==> config.mk <==
export PLATFORM = sky130hd
export DESIGN_NAME = gf4096_unit
export DESIGN_NICKNAME = d
export VERILOG_FILES = /design/src/rtl/gf_tower_pkg.sv /design/src/rtl/gf64_mul.sv /design/src/rtl/gf4096_mul.sv /design/src/rtl/gf_pow_seq.sv /design/src/rtl/gf4096_unit.sv
export SDC_FILE = /design/constraint.sdc
export NUM_CORES = 1
export LEC_CHECK = 0
export BUFFER_PORTS_ARGS = -buffer_cell sky130_fd_sc_hd__buf_2
export CAP_MARGIN = 20
export CORE_MARGIN = 2
export CORE_UTILIZATION = 44
export DETAILED_ROUTE_END_ITERATION = 6
export GPL_ROUTABILITY_DRIVEN = 0
export PLACE_DENSITY = 0.73
export SYNTH_ARGS = -nofsm -noshare
export SYNTH_HDL_FRONTEND = slang
export SYNTH_HIERARCHICAL = 1
export SYNTH_SLANG_ARGS = --single-unit
==> constraint.sdc <==
create_clock -name clk -period 3.75 [get_ports clk]
set_input_delay 0.1875 -clock clk [delete_from_list [all_inputs] [get_ports clk]]
set_output_delay 0.1875 -clock clk [all_outputs]
set_load 0.05 [all_outputs]
==> src/rtl/gf_tower_pkg.sv <==
package gf_tower_pkg;
    localparam int HALF_W    = 6;
    localparam int FULL_W    = 2 * HALF_W;
    localparam logic [HALF_W-1:0] SUB_TAIL  = 6'h03;
    localparam logic [HALF_W-1:0] SUB_CONST = 6'h21;
    localparam logic [FULL_W-1:0] STEP_K    = 12'hE01;

    typedef enum logic [1:0] {
        SEQ_IDLE = 2'd0,
        SEQ_RUN  = 2'd1,
        SEQ_WRAP = 2'd2
    } seq_state_e;
endpackage

==> src/rtl/gf64_mul.sv <==
module gf64_mul #(
    parameter int HW = 6,
    parameter logic [HW-1:0] TAIL = 6'h03
) (
    input  logic [HW-1:0] x,
    input  logic [HW-1:0] y,
    output logic [HW-1:0] z
);
    logic [HW-1:0] acc [0:HW];
    logic [HW-1:0] sx  [0:HW];
    logic [HW-1:0] sy  [0:HW];

    assign acc[0] = '0;
    assign sx[0]  = x;
    assign sy[0]  = y;

    // one shift-and-add iteration per bit of x
    for (genvar i = 0; i < HW; i++) begin : g_iter
        assign acc[i+1] = sx[i][0] ? (acc[i] ^ sy[i]) : acc[i];
        assign sx[i+1]  = sx[i] >> 1;
        assign sy[i+1]  = {sy[i][HW-2:0], 1'b0} ^ (sy[i][HW-1] ? TAIL : '0);
    end

    assign z = acc[HW];
endmodule

==> src/rtl/gf4096_mul.sv <==
module gf4096_mul #(
    parameter int HW = 6,
    parameter logic [HW-1:0] TAIL  = 6'h03,
    parameter logic [HW-1:0] CMULT = 6'h21,
    localparam int FW = 2 * HW
) (
    input  logic [FW-1:0] a,
    input  logic [FW-1:0] b,
    output logic [FW-1:0] p
);
    logic [HW-1:0] a_hi, a_lo, b_hi, b_lo;
    logic [HW-1:0] m_sum, m_low, m_high, m_scaled;

    assign a_hi = a[FW-1:HW];
    assign a_lo = a[HW-1:0];
    assign b_hi = b[FW-1:HW];
    assign b_lo = b[HW-1:0];

    gf64_mul #(.HW(HW), .TAIL(TAIL)) u_sum   (.x(a_hi ^ a_lo), .y(b_hi ^ b_lo), .z(m_sum));
    gf64_mul #(.HW(HW), .TAIL(TAIL)) u_low   (.x(a_lo),        .y(b_lo),        .z(m_low));
    gf64_mul #(.HW(HW), .TAIL(TAIL)) u_high  (.x(a_hi),        .y(b_hi),        .z(m_high));
    gf64_mul #(.HW(HW), .TAIL(TAIL)) u_scale (.x(m_high),      .y(CMULT),       .z(m_scaled));

    // tower combination
    assign p = {m_sum ^ m_low, m_scaled ^ m_low};
endmodule

==> src/rtl/gf_pow_seq.sv <==
module gf_pow_seq
    import gf_tower_pkg::*;
#(
    parameter int FW = 12
) (
    input  logic          clk,
    input  logic          rst_n,
    input  logic          start,
    input  logic          en,
    input  logic [FW-1:0] next_pow,
    output logic [FW-1:0] cur_pow,
    output logic          valid,
    output logic          wrap,
    output logic          busy
);
    localparam logic [FW-1:0] ONE = FW'(1);

    seq_state_e    state_q, state_d;
    logic [FW-1:0] pow_q, pow_d;
    logic          new_q, new_d;

    always_comb begin
        state_d = state_q;
        pow_d   = pow_q;
        new_d   = 1'b0;
        unique case (state_q)
            SEQ_IDLE: if (start) begin
                state_d = SEQ_RUN;
                pow_d   = ONE;
                new_d   = 1'b1;
            end
            SEQ_RUN: if (en) begin
                pow_d = next_pow;
                new_d = 1'b1;
                if (next_pow == ONE) state_d = SEQ_WRAP;
            end
            SEQ_WRAP: state_d = SEQ_IDLE;
            default:  state_d = SEQ_IDLE;
        endcase
    end

    always_ff @(posedge clk or negedge rst_n) begin
        if (!rst_n) begin
            state_q <= SEQ_IDLE;
            pow_q   <= ONE;
            new_q   <= 1'b0;
        end else begin
            state_q <= state_d;
            pow_q   <= pow_d;
            new_q   <= new_d;
        end
    end

    always_comb begin
        cur_pow = pow_q;
        valid   = new_q;
        wrap    = (state_q == SEQ_WRAP);
        busy    = (state_q != SEQ_IDLE);
    end

    a_r5_launch_loads_one: assert property (@(posedge clk) disable iff (!rst_n)
        (state_q == SEQ_IDLE && start) |=> (cur_pow == ONE && valid));
    a_r6_step_changes: assert property (@(posedge clk) disable iff (!rst_n)
        (state_q == SEQ_RUN && en) |=> (cur_pow != $past(cur_pow)));
    a_r7_pause_holds: assert property (@(posedge clk) disable iff (!rst_n)
        (state_q == SEQ_RUN && !en) |=> ($stable(cur_pow) && !valid));
    a_r8_wrap_is_one: assert property (@(posedge clk) disable iff (!rst_n)
        wrap |-> (cur_pow == ONE && valid));
    a_r8_wrap_retires: assert property (@(posedge clk) disable iff (!rst_n)
        wrap |=> (!busy && !wrap && !valid));
endmodule

==> src/rtl/gf4096_unit.sv <==
module gf4096_unit
    import gf_tower_pkg::*;
(
    input  logic              clk,
    input  logic              rst_n,
    input  logic [FULL_W-1:0] op_a,
    input  logic [FULL_W-1:0] op_b,
    output logic [FULL_W-1:0] prod,
    input  logic              seq_start,
    input  logic              seq_en,
    output logic [FULL_W-1:0] pow_value,
    output logic              pow_valid,
    output logic              pow_wrap,
    output logic              seq_busy
);
    logic [FULL_W-1:0] step_val;

    gf4096_mul #(.HW(HALF_W), .TAIL(SUB_TAIL), .CMULT(SUB_CONST)) u_mul (
        .a(op_a), .b(op_b), .p(prod)
    );

    gf4096_mul #(.HW(HALF_W), .TAIL(SUB_TAIL), .CMULT(SUB_CONST)) u_step (
        .a(pow_value), .b(STEP_K), .p(step_val)
    );

    gf_pow_seq #(.FW(FULL_W)) u_seq (
        .clk(clk), .rst_n(rst_n), .start(seq_start), .en(seq_en),
        .next_pow(step_val), .cur_pow(pow_value), .valid(pow_valid),
        .wrap(pow_wrap), .busy(seq_busy)
    );

    a_r3_zero_operand: assert property (@(posedge clk) disable iff (!rst_n)
        (op_a == '0 || op_b == '0) |-> (prod == '0));
    a_r2_identity: assert property (@(posedge clk) disable iff (!rst_n)
        (op_a == FULL_W'(1)) |-> (prod == op_b));
endmodule

Yosys cells after proc, flatten, opt, wreduce, memory -nomap -nowiden
Cells that the tools add are included.
{"block": "classes", "n_mux": 73, "bitwise_logic": 62, "eq_ne": 6, "n_reduce_logical": 5}
{"cell": "$mux 6", "count": 28}
{"cell": "$xor 6x6->6", "count": 22}
{"cell": "$xor 6x2->6", "count": 15}
{"cell": "$mux 2", "count": 22}
{"cell": "$mux 12", "count": 2}
{"cell": "$pmux 12 s2", "count": 1}
{"cell": "$mux 5", "count": 4}
{"cell": "$mux 4", "count": 4}
{"cell": "$not 1->1", "count": 13}
{"cell": "$eq 12x1->1 const B", "count": 1}
{"cell": "$mux 3", "count": 4}
{"cell": "$not 2->2", "count": 4}
{"cell": "$mux 1", "count": 6}
{"cell": "$not 3->3", "count": 2}
{"cell": "$reduce_and 3->1", "count": 2}
{"cell": "$not 1->1 const A", "count": 5}
{"cell": "$ne 2x2->1 const B", "count": 2}
{"cell": "$not 4->4", "count": 1}
{"cell": "$pmux 2 s2", "count": 1}
{"cell": "$reduce_bool 2->1", "count": 2}
{"cell": "$eq 2x1->1 const B", "count": 1}
{"cell": "$eq 2x2->1 const B", "count": 1}
{"cell": "$logic_not 2->1", "count": 1}
{"cell": "$ne 2x1->1 const B", "count": 1}
{"cell": "$pmux 1 s2", "count": 1}
{"block": "word_totals", "input_bits": 28, "wordCells": 149, "regBits": 15, "out_inout_bits": 27}

Longest topological paths before layout
{"block": "depth", "depth_word": 23, "depth_mapped": 15}

Hierarchy
Netlist, hierarchy kept.
{"module": "gf64_mul", "cells_per_inst": 82, "n_inst": 8, "area_per_inst_um2": 549.3}
{"module": "gf_pow_seq", "cells_per_inst": 70, "n_inst": 1, "area_per_inst_um2": 701.9}
{"module": "gf4096_mul", "cells_per_inst": 26, "n_inst": 2, "area_per_inst_um2": 217.7}
{"module": "gf4096_unit", "cells_per_inst": 2, "n_inst": 1, "area_per_inst_um2": 7.5}

Worst setup path after synthesis
No wires, ideal clock.
{"block": "synth_timing", "kind": "register to register", "startpoint": "register u_seq.pow_q[10] (netlist: u_seq/cur_pow[10])", "endpoint": "register u_seq.state_q[0]", "synth_period_minus_slack_ns": 3.104, "setup_time_ns": 0.133, "arrival_ns": 2.971, "required_ns": 3.617, "path_buffers": 2, "path_stages_with_launch": 13, "slack_ns": 0.646, "cell_sequence": "dfrtp_1 -> clkbuf_1 -> nor2b_1 -> a22oi_1 -> xnor2_1 -> clkbuf_1 -> nor2b_1 -> a22oi_1 -> xnor2_1 -> xor2_1 -> or3b_2 -> nor3_1 -> a311oi_1"}
{"block": "synth_via", "elab_cells_between_ends": 15, "cone_classes": "2 x eq/ne; 9 x mux; 3 x bitwise; 1 x reduce/logical"}
{"element": "start: declaration", "line": "gf_pow_seq.sv:19", "rtl": "logic [FW-1:0] pow_q, pow_d;"}
{"element": "start signal: assignment", "line": "gf_pow_seq.sv:49", "rtl": "pow_q <= pow_d;"}
{"element": "$mux 5", "line": "gf64_mul.sv:19", "rtl": "assign acc[i+1] = sx[i][0] ? (acc[i] ^ sy[i]) : acc[i];"}
{"element": "$mux 6", "line": "gf64_mul.sv:19"}
{"element": "via u_step.m_high[4]", "line": "gf4096_mul.sv:12", "rtl": "logic [HW-1:0] m_sum, m_low, m_high, m_scaled;"}
{"element": "$mux 4", "line": "gf64_mul.sv:19"}
{"element": "$mux 5", "line": "gf64_mul.sv:19"}
{"element": "via u_step.m_scaled[3]", "line": "gf4096_mul.sv:12"}
{"element": "$xor 6x6->6", "line": "gf4096_mul.sv:25", "rtl": "assign p = {m_sum ^ m_low, m_scaled ^ m_low};"}
{"element": "via step_val[3]", "line": "gf4096_unit.sv:16", "rtl": "logic [FULL_W-1:0] step_val;"}
{"element": "$eq 12x1->1", "line": "gf_pow_seq.sv:35", "rtl": "if (next_pow == ONE) state_d = SEQ_WRAP;"}
{"element": "$ne 2x1->1 (no source line)"}
{"element": "$reduce_and 3->1 (no source line)"}
{"element": "end signal: assignment", "line": "gf_pow_seq.sv:48", "rtl": "state_q <= state_d;"}
{"element": "end: declaration", "line": "gf_pow_seq.sv:18", "rtl": "seq_state_e state_q, state_d;"}
The timed path passes the listed nets, and every way through them passes these cells.
A chain may end at the register's enable or synchronous reset.

Worst setup path after layout
{"block": "layout_timing", "startpoint": "register u_seq.pow_q[6] (netlist: u_seq/cur_pow[6])", "endpoint": "register u_seq.state_q[0]"}
{"block": "layout_via", "elab_chain_cells": 14, "elab_cells_between_ends": 29, "cone_classes": "2 x eq/ne; 15 x mux; 11 x bitwise; 1 x reduce/logical"}
{"element": "$mux 6 (*) (3 in a row)", "line": "gf64_mul.sv:19"}
{"element": "$not 2->2 (no source line)"}
{"element": "$mux 4 (*)", "line": "gf64_mul.sv:19"}
{"element": "$mux 5 (*)", "line": "gf64_mul.sv:19"}
{"element": "$mux 6 (*)", "line": "gf64_mul.sv:19"}
{"element": "via u_step.m_high[3]", "line": "gf4096_mul.sv:12"}
{"element": "$mux 3 (*)", "line": "gf64_mul.sv:19"}
{"element": "$mux 4 (*)", "line": "gf64_mul.sv:19"}
{"element": "$mux 5 (*)", "line": "gf64_mul.sv:19"}
{"element": "via u_step.m_scaled[2]", "line": "gf4096_mul.sv:12"}
{"element": "$xor 6x6->6 (*)", "line": "gf4096_mul.sv:25"}
{"element": "via step_val[2]", "line": "gf4096_unit.sv:16"}
{"element": "$eq 12x1->1 (*)", "line": "gf_pow_seq.sv:35"}
{"element": "$ne 2x1->1 (no source line) (*)"}
{"element": "$reduce_and 3->1 (no source line) (*)"}
The timed path passes the listed nets; every way through them passes the cells marked *.

==> metrics <==
min-delay worst type in2reg; placed insts 1036; mean post-synth cell area 7.10 um^2; type of destination of the critical path flip-flop; Post-CTS Setup Bufs 0; R2R setup slack roughly 560 ps; Setup TNS 0 ps; Iteration-0 DRC Markers 360; Max Buffers Root-to-Sink 2; Ys Warns 6; layout cells sized above 1 0.109; FF-to-FF Start u_seq/cur_pow[6]$_DFFE_PN0P_; GRT Total Usage 0.191; Vias/cell slightly below 5; Post-synth top flop dfrtp_1; Final HPWL DP 9.75 mm; CP startpoint u_seq/cur_pow[6]$_DFFE_PN0P_; H-tree levels 1; CTS resizes 0; Hold Violations, Final 0; fmax ~310 MHz; largest net degree at the start of global routing 29; drt pass-1 iters 5; final WL around 13 mm; Fillers between 1000 and 1500; R2R cell count 13; Die W 116 um; Synth async-reset ratio 1.00; drt drc 0; grt ovf 0; Worst Path Arrival between 3000 and 4000 ps; via count between 5000 and 6000; Clock Skew 1.66 ps; synthesized instance count 780; Rel. slew slack 0.353; outcome finished, final reports clean; vias in the first global route ~4500; P&R area growth vs syn 11.2%; n_diodes 0; Root Buffer clkbuf_16; die area 13500 um^2; Cell Rows 40; period utilisation layout 0.851; first-pass GRT wire length between 20 and 25 mm; flops & latches, synth 15; endpoints failing setup 0; Num CTS Buffers 3; RSZ-0062 raised after global routing no; hold slack a little over 300 ps; Final Non-Filler Cells around 1000; IO buf count between 50 and 60; Core ar. 12200 um^2; min Tclk post-route around 3200 ps; r2r endpoint u_seq/state_q[0]$_DFFE_PN0P_; distinct cell type count after synthesis 33; hold path startpoint seq_start; Initial Utilization 0.455; Worst Path Max Fanout 11; final-stage net count between 900 and 1000; post-synthesis sequential area ratio 0.0680; initial antenna violation count 0; Crit Path Category reg2reg; synthesized area around 5500 um^2; Worst-Skew Late Latency between 200 and 250 ps; fin util 0.507; Slew @ Worst Pin between 900 and 1000 ps; routed len/inst approximately 12 um; Critical Path End u_seq/state_q[0]$_DFFE_PN0P_; I/O pins 55; # hold bufs at CTS 1; CTS tree done; maxcap violations 0; number of synthesized flops with an enable pin 0; TritonCTS Sinks 15; Die Ht around 120 um; clock slew at reported path FFs roughly 50 ps; fin. max-slew vios 0; Post-DRT Antenna Nets 0; Worst Path Required 3830 ps; CP startpoint kind flip-flop
critical path, cell delays in order (launching register included):
cell and delay, ps:
dfrtp_1 540, nand2_1 110, xor2_1 160, xnor2_1 170, xnor2_1 160, xnor2_1 360, nand2_1 150, xnor2_1 170
xnor2_1 140, xnor2_1 210, xor2_1 120, or3b_2 470, nor3_1 140, a311oi_1 120
per-stage QoR:
stage | setup slack (ps) | area [um^2]
after floorplan | 646 | 5800
after global placement | 663 | 6070
after detailed placement | 609 | 6070
after CTS | 578 | 6160
after global routing | 360 | 6160
final | 560 | 6160
worst min path at each step:
stage | slack (ps) | end | cells after the start
2_1_floorplan | -110 | u_seq/cur_pow[10]$_DFFE_PN0P_ | 0
3_3_place_gp | 110 | u_seq/valid$_DFF_PN0_ | 1
3_5_place_dp | 100 | u_seq/valid$_DFF_PN0_ | 1
4_1_cts | 280 | u_seq/state_q[0]$_DFFE_PN0P_ | 3
5_1_grt | 310 | u_seq/state_q[0]$_DFFE_PN0P_ | 3
6_report | 300 | u_seq/state_q[0]$_DFFE_PN0P_ | 3
flip-flops by register name (all words and copies together) (netlist names):
name / cells
u_seq/state_q: 2
u_seq/valid: 1
u_seq/cur_pow: 12
cells by family (layout without fill, tap and decap cells):
family | Yosys count | count (layout) | synth area share
other | 6 | 76 | 0.00407
XOR/XNOR | 296 | 296 | 0.479
buffers and inverters | 46 | 69 | 0.0517
AND/OR/NAND/NOR | 299 | 299 | 0.244
AO/OA/AOI/OAI | 93 | 93 | 0.105
multiplexers | 25 | 25 | 0.0488
flip-flops | 15 | 15 | 0.0680
cells in the final DEF (no fill, tap or decap), types with 9 or more instances in the layout:
cell,instances
nand2_1,211
xnor2_1,176
xor2_1,112
conb_1,76
buf_2,54
a22oi_1,32
o21ai_0,27
nor2_1,19
nor2b_1,17
nand2b_1,17
a21oi_1,16
mux2_2,16
dfrtp_1,14
nand4b_1,11
buf_4,10
mux2i_1,9
cells in the mapped netlist, types with 2 or more instances:
library cell    n  area, um^2
a21o_1          8        60.1
a21oi_1        16        80.1
a22oi_1        32         240
a31oi_1         8        50.1
and3b_1         8        70.1
buf_2          16        80.1
buf_4           9        67.6
buf_6           8        90.1
clkbuf_1       13        48.8
conb_1          6        22.5
dfrtp_1        14         350
mux2_2         16         180
mux2i_1         9        90.1
nand2_1       211         792
nand2b_1       17         106
nand4b_1       11        96.3
nor2_1         19        71.3
nor2b_1        17         106
nor4_1          2        12.5
o21ai_0        27         135
or2_0           8        50.1
xnor2_1       176        1540
xor2_1        112         981
xor2_2          8         130
final cells by class:
cell class	count	area, um^2	area share
Multi-Input combinational cell	789	5140	0.834
Sequential cell	15	377	0.0611
Timing Repair Buffer	65	355	0.0577
Tap cell	168	210	0.0341
Clock buffer	3	75.1	0.0122
Clock inverter	1	5.00	0.000812
per-layer routing:
metal	track usage	vias up	routed length, um
li1	-	2611	-
met1	0.261	2268	6130
met2	0.334	155	5990
met3	0.0171	14	667
met4	0.0325	0	140
met5	0	-	0
Power is left out: the tool's default activity adds up to more than one toggle a clock period on the data nets, which glitch-free logic cannot reach.
